$ cat config.mk
export PLATFORM = sky130hd
export DESIGN_NAME = hms_seg_bank
export DESIGN_NICKNAME = d
export VERILOG_FILES = /design/src/rtl/hms_seg_pkg.sv /design/src/rtl/seg_glyph.sv /design/src/rtl/code_range_chk.sv /design/src/rtl/digit_seg_dec.sv /design/src/rtl/hms_seg_bank.sv
export SDC_FILE = /design/constraint.sdc
export NUM_CORES = 1
export LEC_CHECK = 0
export ABC_CLOCK_PERIOD_IN_PS = 800
export BUFFER_PORTS_ARGS = -buffer_cell sky130_fd_sc_hd__buf_2
export CAP_MARGIN = 10
export CORE_MARGIN = 5
export CORE_UTILIZATION = 41
export DETAILED_ROUTE_END_ITERATION = 16
export GPL_TIMING_DRIVEN = 0
export PLACE_DENSITY_LB_ADDON = 0.1
export SLEW_MARGIN = 10
export SYNTH_ARGS = -nofsm -noshare
export SYNTH_HDL_FRONTEND = slang
export SYNTH_SLANG_ARGS = --single-unit
$ cat constraint.sdc
create_clock -name vclk -period 0.8
set_input_delay 0.04 -clock vclk [all_inputs]
set_output_delay 0.04 -clock vclk [all_outputs]
set_load 0.02 [all_outputs]
$ cat src/rtl/hms_seg_pkg.sv
package hms_seg_pkg;

    localparam int unsigned SEG_W = 7;

    // field widths and largest legal code per position
    localparam int unsigned HT_W   = 2;
    localparam int unsigned HT_MAX = 3;
    localparam int unsigned TN_W   = 3;
    localparam int unsigned TN_MAX = 5;
    localparam int unsigned UN_W   = 4;
    localparam int unsigned UN_MAX = 9;

    // widest field any position uses
    localparam int unsigned DIG_W  = UN_W;

    typedef logic [SEG_W-1:0] seg_t;   // {g,f,e,d,c,b,a}

    localparam seg_t SEG_OFF = '0;

    // glyph for a decimal digit; anything else is dark
    function automatic seg_t digit_glyph(input logic [DIG_W-1:0] dig);
        seg_t s;
        case (dig)
            4'd0:    s = 7'h3F;
            4'd1:    s = 7'h06;
            4'd2:    s = 7'h5B;
            4'd3:    s = 7'h4F;
            4'd4:    s = 7'h66;
            4'd5:    s = 7'h6D;
            4'd6:    s = 7'h7D;
            4'd7:    s = 7'h07;
            4'd8:    s = 7'h7F;
            4'd9:    s = 7'h6F;
            default: s = SEG_OFF;
        endcase
        return s;
    endfunction

endpackage

$ cat src/rtl/seg_glyph.sv
module seg_glyph
    import hms_seg_pkg::*;
(
    input  logic [DIG_W-1:0] dig_i,
    input  logic             show_i,
    output seg_t             seg_o
);

    typedef struct packed {
        seg_t seg;
    } glyph_st_t;

    glyph_st_t glyph_d;

    always_comb begin
        glyph_d.seg = SEG_OFF;
        if (show_i) begin
            glyph_d.seg = digit_glyph(dig_i);
        end
    end

    assign seg_o = glyph_d.seg;

endmodule

$ cat src/rtl/code_range_chk.sv
module code_range_chk #(
    parameter int unsigned IN_W     = 4,
    parameter int unsigned MAX_CODE = 9
) (
    input  logic [IN_W-1:0] code_i,
    output logic            legal_o
);

    localparam int unsigned    CMP_W = IN_W + 1;
    localparam logic [IN_W:0]  LIMIT = CMP_W'(MAX_CODE);

    typedef struct packed {
        logic legal;
    } rng_st_t;

    rng_st_t rng_d;

    always_comb begin
        rng_d.legal = ({1'b0, code_i} <= LIMIT);
    end

    assign legal_o = rng_d.legal;

endmodule

$ cat src/rtl/digit_seg_dec.sv
module digit_seg_dec
    import hms_seg_pkg::*;
#(
    parameter int unsigned IN_W     = 4,
    parameter int unsigned MAX_CODE = 9
) (
    input  logic [IN_W-1:0] code_i,
    output seg_t            seg_o
);

    localparam int unsigned PAD_W = DIG_W - IN_W;

    logic [DIG_W-1:0] dig_w;
    logic             legal_w;

    generate
        if (IN_W < DIG_W) begin : g_pad
            assign dig_w = {{PAD_W{1'b0}}, code_i};
        end else begin : g_full
            assign dig_w = code_i;
        end
    endgenerate

    code_range_chk #(
        .IN_W     (IN_W),
        .MAX_CODE (MAX_CODE)
    ) i_rng (
        .code_i  (code_i),
        .legal_o (legal_w)
    );

    seg_glyph i_glyph (
        .dig_i  (dig_w),
        .show_i (legal_w),
        .seg_o  (seg_o)
    );

endmodule

$ cat src/rtl/hms_seg_bank.sv
module hms_seg_bank
    import hms_seg_pkg::*;
(
    input  logic [HT_W-1:0]  hr_tens_i,
    input  logic [UN_W-1:0]  hr_ones_i,
    input  logic [TN_W-1:0]  mn_tens_i,
    input  logic [UN_W-1:0]  mn_ones_i,
    input  logic [TN_W-1:0]  sc_tens_i,
    input  logic [UN_W-1:0]  sc_ones_i,
    output logic [SEG_W-1:0] hr_tens_seg_o,
    output logic [SEG_W-1:0] hr_ones_seg_o,
    output logic [SEG_W-1:0] mn_tens_seg_o,
    output logic [SEG_W-1:0] mn_ones_seg_o,
    output logic [SEG_W-1:0] sc_tens_seg_o,
    output logic [SEG_W-1:0] sc_ones_seg_o
);

    localparam int unsigned NPAIR = 2;   // minutes, seconds share a layout

    digit_seg_dec #(.IN_W(HT_W), .MAX_CODE(HT_MAX)) i_hr_tens (
        .code_i (hr_tens_i),
        .seg_o  (hr_tens_seg_o)
    );

    digit_seg_dec #(.IN_W(UN_W), .MAX_CODE(UN_MAX)) i_hr_ones (
        .code_i (hr_ones_i),
        .seg_o  (hr_ones_seg_o)
    );

    logic [NPAIR-1:0][TN_W-1:0]  pr_tens_w;
    logic [NPAIR-1:0][UN_W-1:0]  pr_ones_w;
    seg_t [NPAIR-1:0]            pr_tens_seg_w;
    seg_t [NPAIR-1:0]            pr_ones_seg_w;

    assign pr_tens_w = {sc_tens_i, mn_tens_i};
    assign pr_ones_w = {sc_ones_i, mn_ones_i};

    generate
        for (genvar p = 0; p < NPAIR; p++) begin : g_pair
            digit_seg_dec #(.IN_W(TN_W), .MAX_CODE(TN_MAX)) i_tens (
                .code_i (pr_tens_w[p]),
                .seg_o  (pr_tens_seg_w[p])
            );
            digit_seg_dec #(.IN_W(UN_W), .MAX_CODE(UN_MAX)) i_ones (
                .code_i (pr_ones_w[p]),
                .seg_o  (pr_ones_seg_w[p])
            );
        end
    endgenerate

    assign mn_tens_seg_o = pr_tens_seg_w[0];
    assign mn_ones_seg_o = pr_ones_seg_w[0];
    assign sc_tens_seg_o = pr_tens_seg_w[1];
    assign sc_ones_seg_o = pr_ones_seg_w[1];

endmodule

==> summary.md, run 1 <==
| Metric | Value |
|---|---|
| Starting Density | 43.7% |
| Failed at | 4_1_cts |
| Syn avg cell area | 7.09 um^2 |
| Syn. warnings | 0 |
| # hold bufs at CTS | 0 |
| Proportion of synthesized area in mux cells | 3.05% |
| Setup Buffers After CTS | 17 |
| RePlAce Congestion | ~0.78 |
| # port buffers | between 50 and 60 |
| Netlist Area Pre-Place | a little under 0.001 mm^2 |
| IO Pins | 62 |
| Run status | stopped before the end |
| CTS resizes | roughly 130 |
| Register area share after synthesis | 0% |
| Post-Synth Adder-Cell Area | a little under two fifths |
| Die H | between 50 and 60 um |
| Log Error | [ERROR DPL-0038] Utilization greater than 100%, impossible to legalize |
| Largest family of logic cells by synthesized area | adder cells |
| Simple-gate share of the synthesized area | a little under a fifth |
| Count of different cell masters after synthesis | 22 |
| Placed inst area | 0.00165 mm^2 |
| Compound-Gate Fraction of Synth Area | 27.0% |
| Die X-Extent | 59.0 um |
| Synth Instances | ~140 |
| Syn_nets | 189 |
| Dpl hpwl | 2340 um |
| Xor/xnor share of the synthesized area | 0% |
| Row count | 17 |
-- synthesized netlist by cell type --
library cell,number,area (um^2)
a211oi_1,3,22.5
a21boi_0,2,15.0
a21o_1,2,15.0
a21oi_1,23,115
and2_1,1,6.26
buf_4,3,22.5
buf_6,3,33.8
conb_1,1,3.75
ha_1,30,375
inv_1,18,67.6
inv_2,1,3.75
mux2i_1,3,30.0
nand2_1,6,22.5
nand2b_1,9,56.3
nor2_1,20,75.1
nor2b_1,1,6.26
nor3_4,1,16.3
o21a_1,5,37.5
o21ai_0,3,15.0
o31a_1,2,17.5
o31ai_1,1,7.51
o31ai_4,1,21.3
-- per-stage QoR --
step	cells	setup TNS (ns)	setup WS (ns)	hold WS (ns)
3_3_place_gp	225	-10.04	-0.430	0.360
2_1_floorplan	139	-1.02	-0.0928	0.152
3_5_place_dp	225	-10.93	-0.456	0.367
-- logic make-up after synthesis --
logic type	Yosys count
AO/OA/AOI/OAI	42
AND/OR/NAND/NOR	38
adder cells (fa/ha/maj)	30
buffers and inverters	25
multiplexers	3
other	1
==> run 2, diff against run 1 <==
ABC_CLOCK_PERIOD_IN_PS = 1040   (was 800)
CORE_AREA = 5 5 66 68   (was unset)
CORE_MARGIN = unset   (was 5)
CORE_UTILIZATION = unset   (was 41)
DIE_AREA = 0 0 71 73   (was unset)
PLACE_DENSITY_LB_ADDON = 0.15   (was 0.1)
clock period = 1.04 ns   (was 0.8 ns; I/O delays follow)
==> run 2 against run 1 <==
The flow now finishes, with violations (negative setup slack). Synthesized cell count unchanged. Synthesized area unchanged.
==> summary.md, run 2 <==
| Metric | Value |
|---|---|
| Run status | complete, but fails checks |
| Failing checks | negative setup slack |
| Synth area leader | ha_1 |
| Clk pwr share | 0% |
| Hold_ws | between 0.3 and 0.4 ns |
| Reg area | 0 um^2 |
| DRT iter0 DRCs | 18 |
| GR met3 Demand/Resource | between 1.5 and 2% |
| Wirelength per Cell | 11.5 um |
| Maximum vdd drop | 0.201 mV |
| Setup ws final | -0.0356 ns |
| Grt peak-use layer | met2 |
| Number of gates on the worst path with buffers counted | 7 |
| Worst hold stages | 3 |
| Synth top area cells | ha_1 (38%), a21oi_1 (12%), nor2_1 (7.6%) |
| Fmax | ~0.93 GHz |
| Netlist Area Pre-Place | 986 um^2 (unchanged) |
| Tcrit/Tclk final | 103% |
| Dominant cell by count in the synthesized netlist | ha_1 |
| Area growth syn-to-layout | 98.2% |
| CLK BUF | 0 |
| Largest net degree at the start of global routing | 11 |
| Syn avg cell area | 7.09 um^2 (unchanged) |
| Syn_nets | 189 (unchanged) |
| CP required | around 0.99 ns |
| Layout cells sized above 1 | between 50% and 60% |
| RSZ-0062 raised after global routing | yes |
| RePlAce Congestion | 0.692 (-11%) |
| Fillers | roughly 370 |
| Placed inst area | 0.00134 mm^2 (-19%) |
| Die area | ~0.0052 mm^2 |
| Final instance area | a little under 0.002 mm^2 |
| Synth Instances | 139 (unchanged) |
| P_leak | about 0.00096 uW |
| CP max stage delay | about 0.31 ns |
| Initial antenna violation count | 0 |
| Tightest Hold Check Type | in2out |
| Most frequent cells in the layout | buf_4 (36), buf_2 (29), a21oi_1 (18), ha_1 (18), nor2_1 (16) |
| Tot Pwr | 976 uW |
| Routed via count | 1155 |
| Drt drc | 0 |
| Comb power frac | 100.0% |
| Max_cap viols | 0 |
| Met2 usage | 23.0% |
| Final Max Tran Viols | 0 |
| Worst-path cell chain | buf_12 > clkinv_8 > ha_4 > nor2_4 > o31a_1 > nor2_1 > buf_4 |
| Starting Density | 26.0% (-18 points) |
| Number of flip-flops and latches | 0 |
| Die X-Extent | 71 um (+20%) |
| CP Data Arrival Time | between 1 and 1.5 ns |
| Met1 usage | approximately 12% |
| Register area share after synthesis | 0% (unchanged) |
| ANT nets after route | 0 |
| Slowest-stage cell, CP | o31a_1 |
| Vias per cell | about 4.3 |
| Antenna Cells | 0 |
| IO Pins | 62 (unchanged) |
| Syn. warnings | 0 (unchanged) |
| Synth top area share | 38.1% (unchanged) |
| Minimum clock period | 1.08 ns |
| Total global-route track usage | between 10% and 20% |
| Core Area | about 0.0038 mm^2 |
| Crit Path Max Fanout | 6 |
| Final hold viol count | 0 |
| Core Util, Final | roughly half |
| Final setup fails | 11 |
| Count of different cell masters after synthesis | 22 (unchanged) |
| Switch Pwr | 520 uW |
| Row count | 23 (+6) |
| Dpl hpwl | 2030 um (-13%) |
| Remaining global-route overflow | 0 |
| CP Class | in2out |
| Vias in the first global route | between 1000 and 1500 |
| Routed wire length | ~3000 um |
| Crit path launch | mn_ones_i[1] |
| # port buffers | 58 (unchanged) |
| P per Cell Area | 500 mW/mm^2 |
| Crit end category | primary output |
| Drt pass-1 iters | 4 |
| Die H | 73 um (+24%) |
| Seq pwr share | 0% |
| Critical path capture point | mn_ones_seg_o[2] |
| CP Buf/Inv Count | 3 |
| # nets final | 270 |
| Startpoint Class | input port |
| Pre-CTS setup slack | -0.213 ns (+0.243 ns) |
| First-pass GRT wire length | a little under 5000 um |
| Commonest cells post-synth | ha_1 (30), a21oi_1 (23), nor2_1 (20) |
| Commonest non-fill, non-tap cell in the layout | buf_4 |
| Cell-internal power | roughly 460 uW |
| Delay-heaviest family, CP | buffers and inverters |
| Net Sw Frac | a little over half |
run 2: cell counts after synthesis:
No cell type changed its count.
run 2: repair_timing:
item                                    CTS  global route
pin swaps                                16             9
setup buffers                            17             4
gates resized for setup                  93            36
endpoints found under the setup margin   26            27
hold buffers                              0             0
hold endpoints to repair                  0             0
run 2: layout make-up:
class	count	area (um^2)	share of cell area, %
multi-input combinational	114	1060	54.2
inverter	19	139	7.11
buffer	6	56.3	2.88
timing repair buffer	79	637	32.6
tap	50	62.6	3.20
run 2: layer usage:
layer | share of wire (%) | routed length (um) | up-vias
met4 | 0 | 0 | 0
met5 | 0 | 0 | -
li1 | - | - | 617
met1 | 37 | 1150 | 504
met2 | 56 | 1730 | 34
met3 | 6.6 | 203 | 0
run 2: cell families after synthesis:
| logic type | Yosys count | share of synthesized area [%] |
|---|---|---|
| AO/OA/AOI/OAI | 42 | 27.0 |
| AND/OR/NAND/NOR | 38 | 18.5 |
| adder cells (fa/ha/maj) | 30 | 38.1 |
| buffers and inverters | 25 | 12.9 |
| multiplexers | 3 | 3.05 |
| other | 1 | 0.380 |
run 2: tightest hold or removal path, cell delays in order:
cell    delay, ns
buf_2        0.10
nor2_1       0.04
buf_2        0.15
run 2: worst min path at each step:
stage,from,slack (ns),endpoint
3_3_place_gp,hr_tens_i[0],0.39,hr_tens_seg_o[5]
6_report,hr_tens_i[0],0.39,hr_tens_seg_o[5]
4_1_cts,hr_tens_i[0],0.39,hr_tens_seg_o[5]
5_1_grt,hr_tens_i[0],0.41,hr_tens_seg_o[5]
2_1_floorplan,hr_tens_i[1],0.18,hr_tens_seg_o[5]
3_5_place_dp,hr_tens_i[0],0.39,hr_tens_seg_o[5]
run 2: through the flow:
stage	instances	setup TNS [ns]
after floorplan	139	-0.114
after global placement	247	-4.06
after detailed placement	247	-3.47
after CTS	264	-0.605
after global routing	268	-1.10
final	268	-0.212
run 2: power by group through the flow:
stage / Sequential (uW) / Combinational, uW / Clock [uW]
3_5_place_dp: 0 / 680 / 0
3_3_place_gp: 0 / 687 / 0
6_report: 0 / 976 / 0
2_1_floorplan: 0 / 449 / 0
4_1_cts: 0 / 889 / 0
5_1_grt: 0 / 1060 / 0
(Power assumes the default switching activity.)
==> run 3, diff against run 2 <==
ABC_AREA = 1   (was unset)
==> run 3 against run 2 <==
Largest power group unchanged. Wire length down 14%. The run now ends clean. First-iteration DRC count rose to 3.4 times the previous value. Die area unchanged. Non-clock buffer count is 21 lower. Fmax is 9.2% higher. Combinational power decreased by 12%.
==> summary.md, run 3 <==
| Metric | Value |
|---|---|
| Register area share after synthesis | 0% (unchanged) |
| Minimum clock period | 0.985 ns (-0.0903 ns) |
| Tot Pwr | 856 uW (-12%) |
| Syn avg cell area | 5.74 um^2 (-19%) |
| Final setup fails | 0 (-11) |
| Worst hold start | hr_tens_i[0] |
| IO Pins | 62 (unchanged) |
| Netlist Area Pre-Place | 0.00108 mm^2 (+10%) |
| P per Cell Area | 500 mW/mm^2 (about the same) |
| Crit Path Max Fanout | 4 (-2) |
| Core Area | 0.00380 mm^2 (unchanged) |
| RePlAce Congestion | 0.769 (+11%) |
| Row count | 23 (unchanged) |
| Final instance area | 0.00171 mm^2 (-12%) |
| Die H | 73 um (unchanged) |
| Remaining global-route overflow | 0 (unchanged) |
| Maximum vdd drop | 0.186 mV (-7.7%) |
| Crit end category | primary output |
| Reg area | 0 um^2 (unchanged) |
| Routed wire length | 2650 um (-14%) |
| Wirelength per Cell | 8.82 um (-23%) |
| Startpoint Class | input port |
| CLK BUF | 0 (unchanged) |
| # hold bufs at CTS | 0 (unchanged) |
| DRT iter0 DRCs | 62 (+44) |
| CP max stage delay | 0.28 ns (-0.03 ns) |
| CP required | 0.99 ns (about the same) |
| ANT nets after route | 0 (unchanged) |
| First-pass GRT wire length | 4080 um (-18%) |
| Total global-route track usage | 8.75% (-2.2 points) |
| CP Class | in2out |
| Drt drc | 0 (unchanged) |
| Final Max Tran Viols | 0 (unchanged) |
| Tcrit/Tclk final | 94.7% (-8.7 points) |
| Count of different cell masters after synthesis | 20 (-9.1%) |
| Dominant cell by count in the synthesized netlist | nand2_1 |
| Initial antenna violation count | 0 (unchanged) |
| Worst-path cell chain | buf_4 > ha_1 > or2_2 > nand3_1 > nand2_1 > inv_1 > buf_6 |
| Largest net degree at the start of global routing | 8 (-3) |
| Routed via count | 1247 (+8.0%) |
| Most frequent cells in the layout | nand2_1 (40), buf_2 (36), inv_1 (25) |
| Syn. warnings | 0 (unchanged) |
| Synth top area cells | ha_1 (35%), nand2_1 (15%), inv_1 (12%) |
| Starting Density | 28.6% (+2.6 points) |
| Multi-input gate area | 0.00104 mm^2 (-1.7%) |
| Area growth syn-to-layout | 57.9% |
| Drt pass-1 iters | 4 (unchanged) |
| Max_cap viols | 0 (unchanged) |
| Synth area leader | ha_1 |
| Hold Path Sink | hr_tens_seg_o[5] |
| Die X-Extent | 71 um (unchanged) |
| Tightest Hold Check Type | in2out |
| Layout cells sized above 1 | 42.0% (-14 points) |
| Antenna Cells | 0 (unchanged) |
| Dpl hpwl | 2190 um (+7.5%) |
| Number of flip-flops and latches | 0 (unchanged) |
| # port buffers | 61 (+5.2%) |
| Vias in the first global route | 1048 (-12%) |
| Hold_ws | 0.371 ns (-0.0241 ns) |
| Fmax | 1.01 GHz (+9.2%) |
| Worst hold stages | 3 (unchanged) |
| Run status | finished, final reports clean |
| Syn_nets | 239 (+26%) |
| Placed inst area | 0.00145 mm^2 (+8.1%) |
| P_leak | 0.000987 uW (+2.6%) |
| Final hold viol count | 0 (unchanged) |
| Commonest cells post-synth | nand2_1 (44), inv_1 (34), nor2_1 (32) |
| CP Data Arrival Time | 0.93 ns (-0.09 ns) |
| Setup Buffers After CTS | 0 (-17) |
| Vias per cell | 4.16 (-3.6%) |
| Fillers | 433 (+19%) |
| Commonest non-fill, non-tap cell in the layout | nand2_1 |
| # nets final | 302 (+12%) |
| Synth top area share | 34.6% (-3.5 points) |
| Slowest-stage cell, CP | or2_2 |
| Synth Instances | 189 (+36%) |
| Die area | 0.00518 mm^2 (unchanged) |
## run 3: cell types whose count changed in the layout (fill, tap and decap cells not counted), moves of 7 or more
cell      previous run  this run
nand2_1              5        40
nand2b_1             9         0
a21oi_1             18         5
nor2_1              16        24
buf_2               29        36
inv_1               11        25
buf_4               36        17
nand3_1              0        14
inv_2                1         8
## run 3: routing by layer
metal	routed length, um	part of all wire (%)	GRT usage [%]	vias to the layer above
met2	1270	48	16.2	45
met1	1130	43	11.1	502
met4	0	0	0	0
li1	-	-	-	700
met3	241	9.1	1.79	0
met5	0	0	0	-
## run 3: final cells by class
class	count	area share, %
multi-input cells	147	60.8
repair buffers	61	24.6
plain buffers	3	1.31
well taps	50	3.65
inverters	39	9.57
## run 3: through the flow
step	util, %	worst slack (ns)	setup TNS (ns)	cells
floorplan	-	0.0163	0	189
global placement	38.2	-0.127	-2.11	300
detailed placement	38.2	-0.128	-1.84	300
CTS	40.2	0.00859	0	300
global route	45.1	-0.0227	-0.110	300
finish	45.1	0.0547	0	300
## run 3: critical path: cells and delay by family
kind / cells / cell delay (ns)
and+or+nand+nor: 3 / 0.40
adders and majority gates: 1 / 0.18
buffers and inverters: 3 / 0.30
## run 3: logic make-up after synthesis
group	after synthesis	synth area share, %
other	1	0.346
and+or+nand+nor	95	37.0
buffers and inverters	42	15.6
adders and majority gates	30	34.6
AOI/OAI and AO/OA	21	12.5
## run 3: worst max path at each step
| stage | start | endpoint | slack [ns] | cells past startpoint |
|---|---|---|---|---|
| 3_3_place_gp | hr_ones_i[1] | hr_ones_seg_o[3] | -0.13 | 8 |
| 2_1_floorplan | sc_ones_i[0] | sc_ones_seg_o[1] | 0.02 | 4 |
| 5_1_grt | mn_ones_i[1] | mn_ones_seg_o[2] | -0.02 | 8 |
| 3_5_place_dp | hr_ones_i[1] | hr_ones_seg_o[3] | -0.13 | 8 |
| 4_1_cts | sc_ones_i[0] | sc_ones_seg_o[0] | 0.009 | 10 |
| 6_report | sc_ones_i[0] | sc_ones_seg_o[3] | 0.05 | 7 |
## run 3: power by group
group	switching, uW	internal [uW]	total, uW
registers	0	0	0
logic	514	342	856
clock network	0	0	0
## run 3: repair_timing
action                                 CTS  global route
gates resized for setup                 33            57
endpoints found under the hold margin    0             0
pin swaps                               11            13
setup endpoints to repair               24            27
==> run 4, diff against run 3 <==
ABC_AREA = 0   (was 1)
BUFFER_PORTS_ARGS = -buffer_cell sky130_fd_sc_hd__buf_4   (was -buffer_cell sky130_fd_sc_hd__buf_2)
MAX_ROUTING_LAYER = met4   (was unset)
==> run 4 against run 3 <==
The run now ends with negative setup slack left. Critical path depth is the same. Largest cell class unchanged. Sequential share of layout area is the same. Worst hold slack gained 0.0069 ns. Non-clock buffer count grew 13. Setup slack lost 0.11 ns. Global-route usage grew 3.1 points. Combinational power grew 19%. Via count shrank 5.8%. Total power grew 19%. Cell count shrank 13%.
==> summary.md, run 4 (same netlist as run 2, synthesis figures left out) <==
| Metric | Value |
|---|---|
| Drt drc | 0 (unchanged) |
| Die X-Extent | 71 um (unchanged) |
| Final setup fails | 8 (+8) |
| Dpl hpwl | 2270 um (+4.1%) |
| Vias in the first global route | 1151 (+9.8%) |
| Total global-route track usage | 11.8% (+3.1 points) |
| CP Data Arrival Time | 1.04 ns (+0.11 ns) |
| RePlAce Congestion | 0.884 (+15%) |
| P per Cell Area | 511 mW/mm^2 (+2.2%) |
| Placed inst area | 0.00149 mm^2 (+2.5%) |
| Max_cap viols | 0 (unchanged) |
| Crit path launch | hr_ones_i[0] |
| Tcrit/Tclk final | 105% (+10 points) |
| Drt pass-1 iters | 4 (unchanged) |
| Maximum vdd drop | 0.212 mV (+14%) |
| Routed via count | 1175 (-5.8%) |
| # nets final | 262 (-13%) |
| CP required | 0.99 ns (about the same) |
| First-pass GRT wire length | 5250 um (+29%) |
| Commonest non-fill, non-tap cell in the layout | buf_4 |
| Multi-input gate area | 0.00106 mm^2 (+1.4%) |
| Most frequent cells in the layout | buf_4 (54), ha_1 (20), buf_6 (16), nor2_1 (16), a21oi_1 (15) |
| Core Area | 0.00380 mm^2 (unchanged) |
| Remaining global-route overflow | 0 (unchanged) |
| P_leak | 0.000957 uW (-3.1%) |
| Final hold viol count | 0 (unchanged) |
| Tightest Hold Check Type | in2out |
| Number of flip-flops and latches | 0 (unchanged) |
| Setup ws final | -0.0533 ns (-0.108 ns) |
| Initial antenna violation count | 0 (unchanged) |
| # port buffers | 58 (-4.9%) |
| Die area | 0.00518 mm^2 (unchanged) |
| Vias per cell | 4.52 (+8.7%) |
| Largest net degree at the start of global routing | 11 (+3) |
| Final instance area | 0.00199 mm^2 (+16%) |
| IO Pins | 62 (unchanged) |
| CP Class | in2out |
| Fillers | 367 (-15%) |
| Failing checks | negative setup slack |
| Wirelength per Cell | 11.8 um (+34%) |
| Pre-CTS setup slack | -0.192 ns (-0.0638 ns) |
| Die H | 73 um (unchanged) |
| Row count | 23 (unchanged) |
| Met2 usage | 22.3% (+6.2 points) |
| Run status | complete, but fails checks |
| ANT nets after route | 0 (unchanged) |
| CLK BUF | 0 (unchanged) |
| Layout cells sized above 1 | 54.8% (+13 points) |
| Hold_ws | 0.378 ns (+0.00694 ns) |
| Reg area | 0 um^2 (unchanged) |
| Area growth syn-to-layout | 102% |
| Startpoint Class | input port |
| Routed wire length | 3070 um (+16%) |
| Fmax | 0.915 GHz (-9.9%) |
| GR met3 Demand/Resource | 1.52% (-0.28 points) |
| Met1 usage | 14.1% (+2.9 points) |
| Core Util, Final | 52.4% (+7.3 points) |
| Crit end category | primary output |
| Crit Path Max Fanout | 6 (+2) |
| Antenna Cells | 0 (unchanged) |
| Worst hold start | hr_tens_i[1] |
| Starting Density | 26.0% (-2.6 points) |
| Grt peak-use layer | met2 |
| Final Max Tran Viols | 0 (unchanged) |
| DRT iter0 DRCs | 19 (-69%) |
| Minimum clock period | 1.09 ns (+0.108 ns) |
| RSZ-0062 raised after global routing | yes |
run 4: cell count changes in the layout (fill, tap and decap cells not counted), sizes merged, moves of 3 or more:
| cell | change |
|---|---|
| nand2 | -38 |
| inv | -27 |
| a21oi | +17 |
| nand3 | -14 |
| nor2 | -14 |
| buf | +13 |
| nand2b | +9 |
| o21ai | -7 |
| clkinv | +6 |
| o21a | +4 |
| a211oi | +3 |
| mux2i | +3 |
run 4: area by class of cell:
cell class	instances	area share, %
multi-input combinational	114	53.1
timing repair buffer	71	33.4
tap	50	3.14
inverter	19	7.54
buffer	6	2.83
run 4: critical path, cell delays in order:
cell	delay [ns]
buf_12	0.12
clkinv_8	0.04
ha_4	0.14
nor2_4	0.04
o31a_1	0.32
a21oi_1	0.17
buf_4	0.16
run 4: layer usage:
layer | vias to the layer above | wire (um) | share of wire, %
li1 | 594 | - | -
met1 | 539 | 1210 | 39
met2 | 40 | 1640 | 54
met4 | 0 | 7 | 0.23
met3 | 2 | 205 | 6.7
met5 | - | 0 | 0
run 4: repair_timing:
action / in CTS / in global routing
pin swaps: 14 / 15
hold buffers: 0 / 0
endpoints found under the setup margin: 25 / 28
buffers inserted: 11 / 2
hold endpoints to repair: 0 / 0
cloned: 0 / 0
gates resized for setup: 65 / 40
run 4: power breakdown:
group / internal [uW] / leakage (uW) / total (uW) / switching [uW]
clock network: 0 / 0 / 0 / 0
logic: 488 / 0.000957 / 1020 / 529
registers: 0 / 0 / 0 / 0
total: 488 / 0.000957 / 1020 / 529
run 4: final timing paths:
check | endpoint | slack, ns | depth (start not counted)
setup / recovery | hr_ones_seg_o[0] | -0.05 | 7
hold / removal | hr_tens_seg_o[5] | 0.38 | 3
run 4: per-stage QoR:
step / cells / power [uW] / TNS (ns)
after floorplan: 139 / 449 / -0.114
after global placement: 247 / 779 / -2.57
after detailed placement: 247 / 787 / -2.98
after CTS: 258 / 931 / -0.559
after global routing: 260 / 1100 / -1.34
final: 260 / 1020 / -0.205
